`src/rtl/supply_seq_pkg.sv`:
```
package supply_seq_pkg;
  typedef enum logic [1:0] {
    ST_IDLE  = 2'd0,
    ST_ARMED = 2'd1,
    ST_RUN   = 2'd2
  } seq_state_e;

  localparam int PH_STEPS  = 4;
  localparam int STEP_W    = 2;
  localparam logic [STEP_W-1:0] STEP_PH1 = 2'd0;
  localparam logic [STEP_W-1:0] STEP_PH2 = 2'd2;
endpackage

```
`src/rtl/supply_stor_monitor.sv`:
```
module supply_stor_monitor
  import supply_seq_pkg::*;
(
  input  logic clk,
  input  logic rst,
  input  logic req_i,
  input  logic start_ok_i,
  input  logic drop_i,
  output logic run_o,
  output logic en_n_o
);
  seq_state_e state_q, state_d;

  always_comb begin
    state_d = state_q;
    case (state_q)
      ST_IDLE:  if (req_i) state_d = ST_ARMED;
      ST_ARMED: begin
        if (!req_i) state_d = ST_IDLE;
        else if (start_ok_i && !drop_i) state_d = ST_RUN;
      end
      ST_RUN: begin
        if (!req_i) state_d = ST_IDLE;
        else if (drop_i) state_d = ST_ARMED;
      end
      default: state_d = ST_IDLE;
    endcase
  end

  always_ff @(posedge clk) begin
    if (rst) begin
      state_q <= ST_IDLE;
      run_o   <= 1'b0;
      en_n_o  <= 1'b1;
    end else begin
      state_q <= state_d;
      run_o   <= (state_d == ST_RUN);
      en_n_o  <= (state_d != ST_RUN);
    end
  end

  p_no_req_idle_r1: assert property (@(posedge clk) disable iff (rst)
    !req_i |=> en_n_o);
  p_start_needs_ok_r2: assert property (@(posedge clk) disable iff (rst)
    $fell(en_n_o) |-> $past(start_ok_i && !drop_i && req_i));
  p_drop_stops_r3: assert property (@(posedge clk) disable iff (rst)
    drop_i |=> en_n_o);
endmodule

```
`src/rtl/supply_clk_gen.sv`:
```
module supply_clk_gen
  import supply_seq_pkg::*;
#(
  parameter int CLK_DIV = 2
) (
  input  logic              clk,
  input  logic              rst,
  input  logic              run_i,
  output logic              conv_clk_o,
  output logic [STEP_W-1:0] step_o
);
  localparam int DIV_W = (CLK_DIV > 1) ? $clog2(CLK_DIV) : 1;
  localparam logic [DIV_W-1:0] DIV_LAST = DIV_W'(CLK_DIV - 1);

  logic [DIV_W-1:0] div_q;
  logic             tick;

  assign tick = run_i && (div_q == DIV_LAST);

  always_ff @(posedge clk) begin
    if (rst || !run_i) begin
      div_q      <= '0;
      conv_clk_o <= 1'b0;
      step_o     <= '0;
    end else begin
      div_q <= tick ? '0 : div_q + 1'b1;
      if (tick) begin
        conv_clk_o <= ~conv_clk_o;
        step_o     <= step_o + 1'b1;
      end
    end
  end

  p_clk_idle_r4: assert property (@(posedge clk) disable iff (rst)
    !run_i |=> !conv_clk_o);
endmodule

```
`src/rtl/supply_rail_reg.sv`:
```
module supply_rail_reg
  import supply_seq_pkg::*;
#(
  parameter int RDY_CNT = 4
) (
  input  logic              clk,
  input  logic              rst,
  input  logic              run_i,
  input  logic              req_i,
  input  logic              ovp_i,
  input  logic              droop_i,
  input  logic [STEP_W-1:0] step_i,
  output logic              ph1_o,
  output logic              ph2_o,
  output logic              rdy_o
);
  localparam int CNT_W = $clog2(RDY_CNT + 1);
  localparam logic [CNT_W-1:0] CNT_FULL = CNT_W'(RDY_CNT);
  localparam logic [CNT_W-1:0] CNT_LAST = CNT_W'(RDY_CNT - 1);

  logic             gate;
  logic [CNT_W-1:0] quiet_q;

  assign gate = run_i && req_i && droop_i && !ovp_i;

  always_ff @(posedge clk) begin
    if (rst) begin
      ph1_o <= 1'b0;
      ph2_o <= 1'b0;
    end else begin
      ph1_o <= gate && (step_i == STEP_PH1);
      ph2_o <= gate && (step_i == STEP_PH2);
    end
  end

  always_ff @(posedge clk) begin
    if (rst || !run_i || !req_i) begin
      quiet_q <= '0;
      rdy_o   <= 1'b0;
    end else if (droop_i) begin
      quiet_q <= '0;
    end else if (quiet_q != CNT_FULL) begin
      quiet_q <= quiet_q + 1'b1;
      if (quiet_q == CNT_LAST) rdy_o <= 1'b1;
    end
  end

  p_no_overlap_r5: assert property (@(posedge clk) disable iff (rst)
    !(ph1_o && ph2_o));
  p_dead_gap_r5: assert property (@(posedge clk) disable iff (rst)
    $fell(ph1_o) |-> !ph2_o);
  p_no_droop_off_r5: assert property (@(posedge clk) disable iff (rst)
    !droop_i |=> !ph1_o && !ph2_o);
  p_ovp_off_r6: assert property (@(posedge clk) disable iff (rst)
    ovp_i |=> !ph1_o && !ph2_o);
  p_rdy_clear_r7: assert property (@(posedge clk) disable iff (rst)
    (!req_i || !run_i) |=> !rdy_o);
endmodule

```
`src/rtl/supply_seq_ctrl.sv`:
```
module supply_seq_ctrl
  import supply_seq_pkg::*;
#(
  parameter int NRAIL   = 3,
  parameter int CLK_DIV = 2,
  parameter int RDY_CNT = 4
) (
  input  logic             clk,
  input  logic             rst,
  input  logic             req_i,
  input  logic             stor_ok_i,
  input  logic             stor_low_i,
  input  logic             stor_ovp_i,
  input  logic [NRAIL-1:0] droop_i,
  output logic             en_n_o,
  output logic             conv_clk_o,
  output logic [NRAIL-1:0] ph1_o,
  output logic [NRAIL-1:0] ph2_o,
  output logic [NRAIL-1:0] rdy_o,
  output logic             ack_n_o
);
  logic              run;
  logic [STEP_W-1:0] step;

  supply_stor_monitor u_mon (
    .clk        (clk),
    .rst        (rst),
    .req_i      (req_i),
    .start_ok_i (stor_ok_i),
    .drop_i     (stor_low_i),
    .run_o      (run),
    .en_n_o     (en_n_o)
  );

  supply_clk_gen #(.CLK_DIV(CLK_DIV)) u_clk (
    .clk        (clk),
    .rst        (rst),
    .run_i      (run),
    .conv_clk_o (conv_clk_o),
    .step_o     (step)
  );

  for (genvar g = 0; g < NRAIL; g++) begin : g_rail
    supply_rail_reg #(.RDY_CNT(RDY_CNT)) u_rail (
      .clk     (clk),
      .rst     (rst),
      .run_i   (run),
      .req_i   (req_i),
      .ovp_i   (stor_ovp_i),
      .droop_i (droop_i[g]),
      .step_i  (step),
      .ph1_o   (ph1_o[g]),
      .ph2_o   (ph2_o[g]),
      .rdy_o   (rdy_o[g])
    );
  end

  always_ff @(posedge clk) begin
    if (rst) ack_n_o <= 1'b1;
    else     ack_n_o <= ~(&rdy_o);
  end

  p_ack_from_rdy_r8: assert property (@(posedge clk) disable iff (rst)
    $fell(ack_n_o) |-> $past(&rdy_o));
  p_ack_release_r9: assert property (@(posedge clk) disable iff (rst)
    !req_i |=> ##1 ack_n_o);
endmodule

```
`config.mk`:
```
export PLATFORM = sky130hd
export DESIGN_NAME = supply_seq_ctrl
export DESIGN_NICKNAME = d
export VERILOG_FILES = /design/src/rtl/supply_seq_pkg.sv /design/src/rtl/supply_stor_monitor.sv /design/src/rtl/supply_clk_gen.sv /design/src/rtl/supply_rail_reg.sv /design/src/rtl/supply_seq_ctrl.sv
export SDC_FILE = /design/constraint.sdc
export NUM_CORES = 1
export LEC_CHECK = 0
export CORE_UTILIZATION = 45
export CTS_BUF_LIST = sky130_fd_sc_hd__clkbuf_8
export DETAILED_ROUTE_END_ITERATION = 8
export DONT_BUFFER_PORTS = 1
export HOLD_SLACK_MARGIN = 0.02
export PLACE_DENSITY = 0.69
export SLEW_MARGIN = 0
export SYNTH_ARGS = -nofsm -noshare
export SYNTH_HDL_FRONTEND = slang
export SYNTH_SLANG_ARGS = --single-unit
export TNS_END_PERCENT = 20
```
`constraint.sdc`:
```
create_clock -name clk -period 2.35 [get_ports clk]
set_input_delay 0.47 -clock clk [delete_from_list [all_inputs] [get_ports clk]]
set_output_delay 0.47 -clock clk [all_outputs]
set_load 0.02 [all_outputs]
```
### Word level (Yosys, flattened, before mapping)

Index checks and enable logic that the tools add are counted.
Widths: inputs -> output; s select.

* add/sub/neg operators: 5
* equal/unequal tests: 11
* mux-type cells: 6
* bitwise operators: 5
* reductions and logical operators: 31

Operators with widths (count)
* $logic_and 1x1->1: 15
* $reduce_and 3->1: 4
* $mux 2: 5
* $add 3x1->3 const B: 3
* $eq 3x2->1 const B: 3
* $ne 3x3->1 const B: 3
* $reduce_or 2->1: 4
* $eq 2x2->1 const B: 3
* $pmux 2 s3: 1
* $not 1->1: 5
* $logic_not 1->1: 4
* $logic_not 2->1: 2
* $add 2x1->2 const B: 1
* $eq 2x1->1 const B: 1
* $logic_or 1x1->1: 2
* $ne 2x2->1 const B: 1
* $add 1x1->1 const B: 1

* register bits: 27
* input port bits: 9
* output and inout port bits: 12
* word-level logic and storage cells: 77

### Depth between registers and ports, before layout

Gate-level depths: netlist of run 1.

* depth in word-level cells: 6
* gate-level depth with buffers: 5
* mapped depth without buffers: 5

### Modules after synthesis

Synthesis of run 1 repeated with hierarchy kept, for this count alone.

* cells, all modules: 109
* area, all modules: 1108.6 µm²

By module, submodules not included
* supply_rail_reg: times used 3, cells an instance 27, area each 265.3 µm², sequential area each 120.1 µm²
* supply_stor_monitor: times used 1, cells an instance 13, area each 146.4 µm², sequential area each 80.1 µm²
* supply_clk_gen: times used 1, cells an instance 13, area each 137.6 µm², sequential area each 80.1 µm²
* supply_seq_ctrl: times used 1, cells an instance 2, area each 28.8 µm², sequential area each 20.0 µm²

### Worst setup path after synthesis of run 1

No wires, ideal clock.

* path kind: reg2reg
* start: register g_rail[1].u_rail.quiet_q[0]
* end: register g_rail[1].u_rail.quiet_q[1]
* setup time: 116 ps
* data arrival time: 975 ps
* required time: 2234 ps
* slack: 1259 ps
* stages on the path, launching flop included: 6
* path buffers: 0
* period minus slack after synthesis: 1091 ps
* cells stage by stage: dfxtp_1 > inv_1 > ha_1 > nand2_1 > mux2i_1 > nor3_2

* cells in the longest elaborated chain, start to end: 1
* elaborated cells between the ends (all ways): 2
* those cells by class: 1 x add/sub; 1 x eq/ne

RTL lines
* start: declaration: RTL line supply_rail_reg.sv:22 `logic [CNT_W-1:0] quiet_q;`
* start signal: assignment: RTL line supply_rail_reg.sv:43 `quiet_q <= quiet_q + 1'b1;`
* $add 3x1->3 or $ne 3x3->1 (tied branches): RTL line supply_rail_reg.sv:43, supply_rail_reg.sv:42

Parallel ways exist; a longest one is shown, timed or not.
A chain may end at the register's enable or synchronous reset.

### Worst setup path after layout of run 1

* start: register g_rail[1].u_rail.rdy_o
* end: output port rdy_o[1]

RTL lines
* start: declaration: RTL line supply_rail_reg.sv:15 `output logic rdy_o`
* start signal: assignment: RTL line supply_rail_reg.sv:39 `rdy_o <= 1'b0;`
* start signal: assignment: RTL line supply_rail_reg.sv:44 `if (quiet_q == CNT_LAST) rdy_o <= 1'b1;`
* end: declaration: RTL line supply_seq_ctrl.sv:19 `output logic [NRAIL-1:0] rdy_o,`

No word-level cell between the ends.

==> summary.md, run 1 <==
| Metric | Value |
|---|---|
| Run status | finished clean |
| HPWL after detailed placement | 1210 microns |
| Startpoint type of the worst setup path | flop |
| Category of the worst setup path capture point | output pin |
| Setup Viol. Count Final | 0 |
| FF-to-FF setup slack | 1180 ps |
| Routed wire length | 1500 microns |
| Number of input and output port buffers inserted | 0 |
| First-pass GRT wire length | 2500 microns |
| Unique cell type count in the Yosys netlist | 22 |
| Achievable clock frequency | 0.809 GHz |
| Ratio of final minimum period to clock period | 52.6% |
| Aggregate global routing overflow | 0 |
| Layout Nets | 129 |
| Worst rel slew slack | 80.7% |
| Area occupied by multi-input gates | 498 sq um |
| Hold violation total from the final report | 0 |
| Final Instance Count excl. Fillers | 138 |
| Aggregate negative setup slack | 0 ps |
| CTS root buffer | sky130_fd_sc_hd__clkbuf_8 |
| Fraction of final layout cells with drive strength greater than 1 | 11.1% |
| Worst hold-check slack | 245 ps |
| Antenna violation net count after detailed routing | 0 |
| Crit Path Category | reg -> out |
| Count of routing violations after the opening detailed-route iteration | 9 |
| Total of fill cells in the finished design | 241 |
| Overall die area | 2820 sq um |
| DR pass1 iterations | 5 |
| Power per Cell Area | 619 nW/um^2 |
| Total area of sequential cells | 541 sq um |
| H-tree Lvls | 1 |
| Min Clock Period, post-route | 1240 ps |
| Layout Skew | 4.41 ps |
| Die Span Y | 53.1 microns |
| Cells after Synth | 114 |
| Clock edge transition at the registers on the reported setup and hold paths | 90 ps |
| Via total after detailed routing | 687 |
| Largest voltage drop on the vdd net | 0.298 mV |
| Global-route usage over all layers | 12.7% |
| RSZ-0062 raised after global routing | no |
| Clock Latency Late Sink | 270 ps |
| Core area | 2480 sq um |
| Worst-path maximum fanout | 3 |
| Flops & latches, synth | 27 |
| Initial core utilization | 47.4% |
| Placer congestion estimate | 0.695 |
| Pins over their slew limit | 0 |
| Req. time, crit path | 1880 ps |
| Vias per cell | 4.98 |
| Synthesized net count | 134 |
| Synth warn | 0 |
| Place WS | 1180 ps |
| Number of sinks handled by clock tree synthesis | 27 |
| Most used cells in the layout excluding fill and tap cells | 27 x sky130_fd_sc_hd__dfxtp_1, 15 x sky130_fd_sc_hd__inv_1, 13 x sky130_fd_sc_hd__nor2_1 |
| Crit path setup slack, layout | 1110 ps |
| Static leakage power | 0.000469 uW |
| Antenna Diode Count | 0 |
| Wirelength per Cell | 10.9 microns |
| Via count of the first global-routing pass | 621 |
| TritonCTS buffer count | 3 |
| Horizontal extent of the die | 53.1 microns |
| Setup fix buffers added after clock tree synthesis | 0 |
| Remaining routing DRC violations | 0 |
| Area growth from synthesis to layout | 0.426% |
| Slew at the pin with the worst max-slew slack | 289 ps |
| Netlist Area Pre-Place | 1170 sq um |
| Most frequent standard cell in the layout excluding fill and tap cells | sky130_fd_sc_hd__dfxtp_1 |
| Maximum number of pins on one net before global-route repair | 16 |
| Average footprint of a synthesized cell | 10.3 sq um |
| Top cells by area, synth | sky130_fd_sc_hd__dfxtp_1 46%, sky130_fd_sc_hd__ha_1 12%, sky130_fd_sc_hd__buf_4 5.8% |
| Dominant cell type by area after synthesis | sky130_fd_sc_hd__dfxtp_1 |
| Io pins | 21 |
| Clock tree from TritonCTS | done |
| Count of cells resized by post-cts repair | 0 |
| # Max-Cap Violations | 0 |
| Initial antenna violation count | 0 |
| Sequential-to-total area share from yosys stat | 46.1% |
| Rows | 18 |
| Path category of the worst min-delay check | in -> reg |
| Number of buffers inserted by hold repair at cts | 0 |
| Largest buffer count on any clock path | 2 |
| Data arrival at the endpoint of the critical path | 770 ps |
| Share of Yosys cell area claimed by the top area cell type | 46.1% |
| Placed cells | 134 |
final timing paths:
| kind | from | endpoint | depth (start not counted) |
|---|---|---|---|
| setup / recovery | g_rail[1].u_rail.rdy_o | rdy_o[1] | 0 |
| hold / removal | droop_i[1] | g_rail[1].u_rail.quiet_q[2] | 1 |
| hold reg to reg | u_mon.state_q[0] | u_mon.state_q[0] | 1 |
| setup reg to reg | g_rail[2].u_rail.quiet_q[0] | g_rail[2].u_rail.quiet_q[1] | 5 |
registers in the layout (all words and copies together) (netlist names):
name	flops
ack_n_o	1
g_rail.u_rail.ph1_o	3
g_rail.u_rail.ph2_o	3
g_rail.u_rail.quiet_q	9
u_mon.state_q	2
u_mon.run_o	1
g_rail.u_rail.rdy_o	3
u_mon.en_n_o	1
u_clk.conv_clk_o	1
u_clk.div_q	1
u_clk.step_o	2
layer usage:
layer  global-route usage, %  wire (microns)  vias to the layer above
met3                    4.31              86                        5
met4                    7.89              38                        0
li1                        -               -                      350
met2                    21.3             735                       14
met1                    13.4             640                      318
met5                       0               0                        -
cell families (layout without fill, tap and decap cells):
logic type / Yosys count / in the layout / share of synthesized area [%]
flip-flops: 27 / 27 / 46.1
buffers and inverters: 25 / 19 / 11.5
AO/OA/AOI/OAI: 8 / 8 / 5.33
multiplexers: 5 / 5 / 4.26
XOR/XNOR: 5 / 5 / 3.73
AND/OR/NAND/NOR: 33 / 33 / 17.4
adder cells (fa/ha/maj): 11 / 11 / 11.7
Yosys cell counts:
cell,instances
sky130_fd_sc_hd__inv_1,15
sky130_fd_sc_hd__nand2b_1,2
sky130_fd_sc_hd__and4bb_1,1
sky130_fd_sc_hd__a21o_1,1
sky130_fd_sc_hd__nor3_1,2
sky130_fd_sc_hd__mux2i_1,5
sky130_fd_sc_hd__nand2_1,5
sky130_fd_sc_hd__xnor2_1,5
sky130_fd_sc_hd__nor2b_1,1
sky130_fd_sc_hd__buf_6,1
sky130_fd_sc_hd__dfxtp_1,27
sky130_fd_sc_hd__a221oi_1,1
sky130_fd_sc_hd__nor3_2,6
sky130_fd_sc_hd__nand3b_4,1
sky130_fd_sc_hd__a211oi_2,1
sky130_fd_sc_hd__nand4b_1,1
sky130_fd_sc_hd__nor2_1,13
sky130_fd_sc_hd__a211oi_1,2
sky130_fd_sc_hd__ha_1,11
sky130_fd_sc_hd__or3_1,1
sky130_fd_sc_hd__a31oi_1,3
sky130_fd_sc_hd__buf_4,9
cell type report:
cell class                      instances  area share, %
Tap cell                               30           3.18
Clock inverter                          1          0.425
Inverter                               15           4.78
Multi-Input combinational cell         62           42.3
Clock buffer                            3           3.50
Sequential cell                        27           45.9
where the power goes:
part / internal (uW) / total [uW] / switching (uW)
registers: 459 / 461 / 1.75
logic: 5.94 / 11.7 / 5.74
clock network: 119 / 257 / 138
total: 584 / 729 / 146
metrics by stage:
stage	util, %	area (sq um)	power [uW]
CTS	47.6	1180	736
finish	47.6	1180	729
global placement	45.7	1130	483
global route	47.6	1180	754
floorplan	-	1170	481
detailed placement	45.7	1130	483
Power figures use the tool's default switching activity.
==> run 2: changes to the inputs <==
- PLACE_DENSITY: 0.69 -> 0.71
- clock period: 2.35 -> 1.1 ns (I/O delays scaled with it)
==> run 2 against run 1 <==
  * Clock skew about the same
  * Combinational power grew to 3.8 times the previous value
  * Total power up 120%
  * Sequential power grew 110%
==> summary.md, run 2 (same netlist as run 1, synthesis figures left out) <==
| Metric | Value |
|---|---|
| Run status | finished clean |
| Crit Path Category | reg -> reg |
| Via count of the first global-routing pass | 670 (+7.9%) |
| TritonCTS buffer count | 3 (unchanged) |
| Largest voltage drop on the vdd net | 0.614 mV (+110%) |
| Via total after detailed routing | 718 (+4.5%) |
| Data arrival at the endpoint of the critical path | 1250 ps (+480 ps) |
| Number of flip-flops under the largest register name | 9 (unchanged) |
| Area growth from synthesis to layout | 11.9% |
| Ratio of final minimum period to clock period | 98.1% |
| Largest buffer count on any clock path | 2 (unchanged) |
| Fraction of final layout cells with drive strength greater than 1 | 27.4% (+16 points) |
| Hold_sp | stor_low_i |
| Io pins | 21 (unchanged) |
| Count of routing violations after the opening detailed-route iteration | 4 (-5) |
| Placed cells | 139 (+3.7%) |
| Remaining routing DRC violations | 0 (unchanged) |
| H-tree Lvls | 1 (unchanged) |
| Core Util, Final | 53.0% (+5.5 points) |
| Wirelength per Cell | 11.8 microns (+8.3%) |
| Horizontal extent of the die | 53.1 microns (unchanged) |
| Pins over their slew limit | 0 (unchanged) |
| Launching instance or port of the critical path | g_rail[0].u_rail.quiet_q[0] |
| HPWL after detailed placement | 1270 microns (+4.9%) |
| Worst-path maximum fanout | 4 (+1) |
| Aggregate global routing overflow | 0 (unchanged) |
| Category of the worst setup path capture point | flop |
| Most frequent standard cell in the layout excluding fill and tap cells | sky130_fd_sc_hd__dfxtp_1 |
| DR pass1 iterations | 4 (-1) |
| Hold violation total from the final report | 0 (unchanged) |
| Startpoint type of the worst setup path | flop |
| RSZ-0062 raised after global routing | yes |
| Worst hold-check slack | 41.0 ps (-204 ps) |
| CTS root buffer | sky130_fd_sc_hd__clkbuf_8 |
| First-pass GRT wire length | 2830 microns (+13%) |
| Layout Skew | 4.46 ps (+0.0516 ps) |
| Number of cells traversed by the worst register-to-register path | 5 (unchanged) |
| Min Clock Period, post-route | 1080 ps |
| Achievable clock frequency | 0.926 GHz |
| Initial antenna violation count | 0 (unchanged) |
| Rows | 18 (unchanged) |
| Startpoint of the most critical register-to-register path | g_rail[0].u_rail.quiet_q[0] |
| Layout Nets | 138 (+7.0%) |
| Most used cells in the layout excluding fill and tap cells | 21 x sky130_fd_sc_hd__dfxtp_1, 15 x sky130_fd_sc_hd__inv_1, 13 x sky130_fd_sc_hd__nor2_1 |
| Maximum number of pins on one net before global-route repair | 17 (+1) |
| Clock Latency Late Sink | 280 ps (about the same) |
| Req. time, crit path | 1270 ps (-610 ps) |
| Hold path depth | 1 (unchanged) |
| Number of sinks handled by clock tree synthesis | 27 (unchanged) |
| Clock edge transition at the registers on the reported setup and hold paths | 90 ps (about the same) |
| Overall die area | 2820 sq um (unchanged) |
| Global-route usage over all layers | 14.2% (+1.5 points) |
| Clock tree from TritonCTS | done |
| Core area | 2480 sq um (unchanged) |
| Slew at the pin with the worst max-slew slack | 282 ps (-6.59 ps) |
| Setup Viol. Count Final | 0 (unchanged) |
| # Max-Cap Violations | 0 (unchanged) |
| Worst rel slew slack | 81.2% (+0.44 points) |
| Final Instance Count excl. Fillers | 147 (+6.5%) |
| Power per Cell Area | 1220 nW/um^2 (+97%) |
| Vias per cell | 4.88 (-1.9%) |
| Largest register by flop count | g_rail.u_rail.quiet_q |
| Static leakage power | 0.000508 uW (+8.4%) |
| Die Span Y | 53.1 microns (unchanged) |
| Placer congestion estimate | 0.673 (-3.2%) |
| Initial core utilization | 47.4% (unchanged) |
| Number of input and output port buffers inserted | 0 (unchanged) |
| Antenna violation net count after detailed routing | 0 (unchanged) |
| Antenna Diode Count | 0 (unchanged) |
| Routed wire length | 1730 microns (+15%) |
| Path category of the worst min-delay check | in -> reg |
[run 2: layout make-up]
class                   count  area [sq um]
multi-input cells          62           546
flip-flops and latches     27           548
well taps                  30          37.5
clock buffers               3          41.3
repair buffers              9          77.6
inverters                  15          56.3
fillers                   226          1160
clock inverters             1          7.51
[run 2: through the flow]
step                area (sq um)  setup TNS (ps)  worst slack (ps)  power, uW
floorplan                   1170               0              8.72       1030
global placement            1170               0              7.50       1030
detailed placement          1170           -78.0             -40.7       1030
CTS                         1270           -14.9             -14.9       1620
global route                1310           -63.4             -23.6       1650
finish                      1310               0              20.6       1600
[run 2: worst max-delay path: stages (launching register included)]
cell	delay, ps
sky130_fd_sc_hd__dfxtp_2	350
sky130_fd_sc_hd__inv_1	40
sky130_fd_sc_hd__ha_1	200
sky130_fd_sc_hd__nand2_2	110
sky130_fd_sc_hd__mux2i_1	220
sky130_fd_sc_hd__nor3_2	50
[run 2: power by group]
| part | total [uW] | internal (uW) | leakage, uW | switching [uW] |
|---|---|---|---|---|
| combinational | 44.3 | 22.6 | 0.000266 | 21.7 |
| sequential | 984 | 980 | 0.000221 | 3.82 |
| clock | 575 | 258 | 0.0000217 | 318 |
| total | 1600 | 1260 | 0.000508 | 343 |
[run 2: metal layers]
layer	GRT usage (%)	wire, microns	vias to the layer above
li1	-	-	367
met1	15.7	747	331
met2	24.7	862	17
met3	4.89	90	3
met4	5.26	31	0
met5	0	0	-
[run 2: repair_timing]
item	4_1_cts	5_1_grt
setup buffers	0	0
setup endpoints to repair	7	9
endpoints found under the hold margin	11	0
pin swaps	1	10
gates resized for setup	5	12
hold buffers	4	0
[run 2: path summary, 6_finish.rpt]
check / endpoint / slack (ps)
setup / recovery: g_rail[0].u_rail.quiet_q[1] / 20
hold / removal: u_mon.en_n_o / 40
setup reg to reg: g_rail[0].u_rail.quiet_q[1] / 20
hold reg to reg: u_mon.state_q[0] / 490
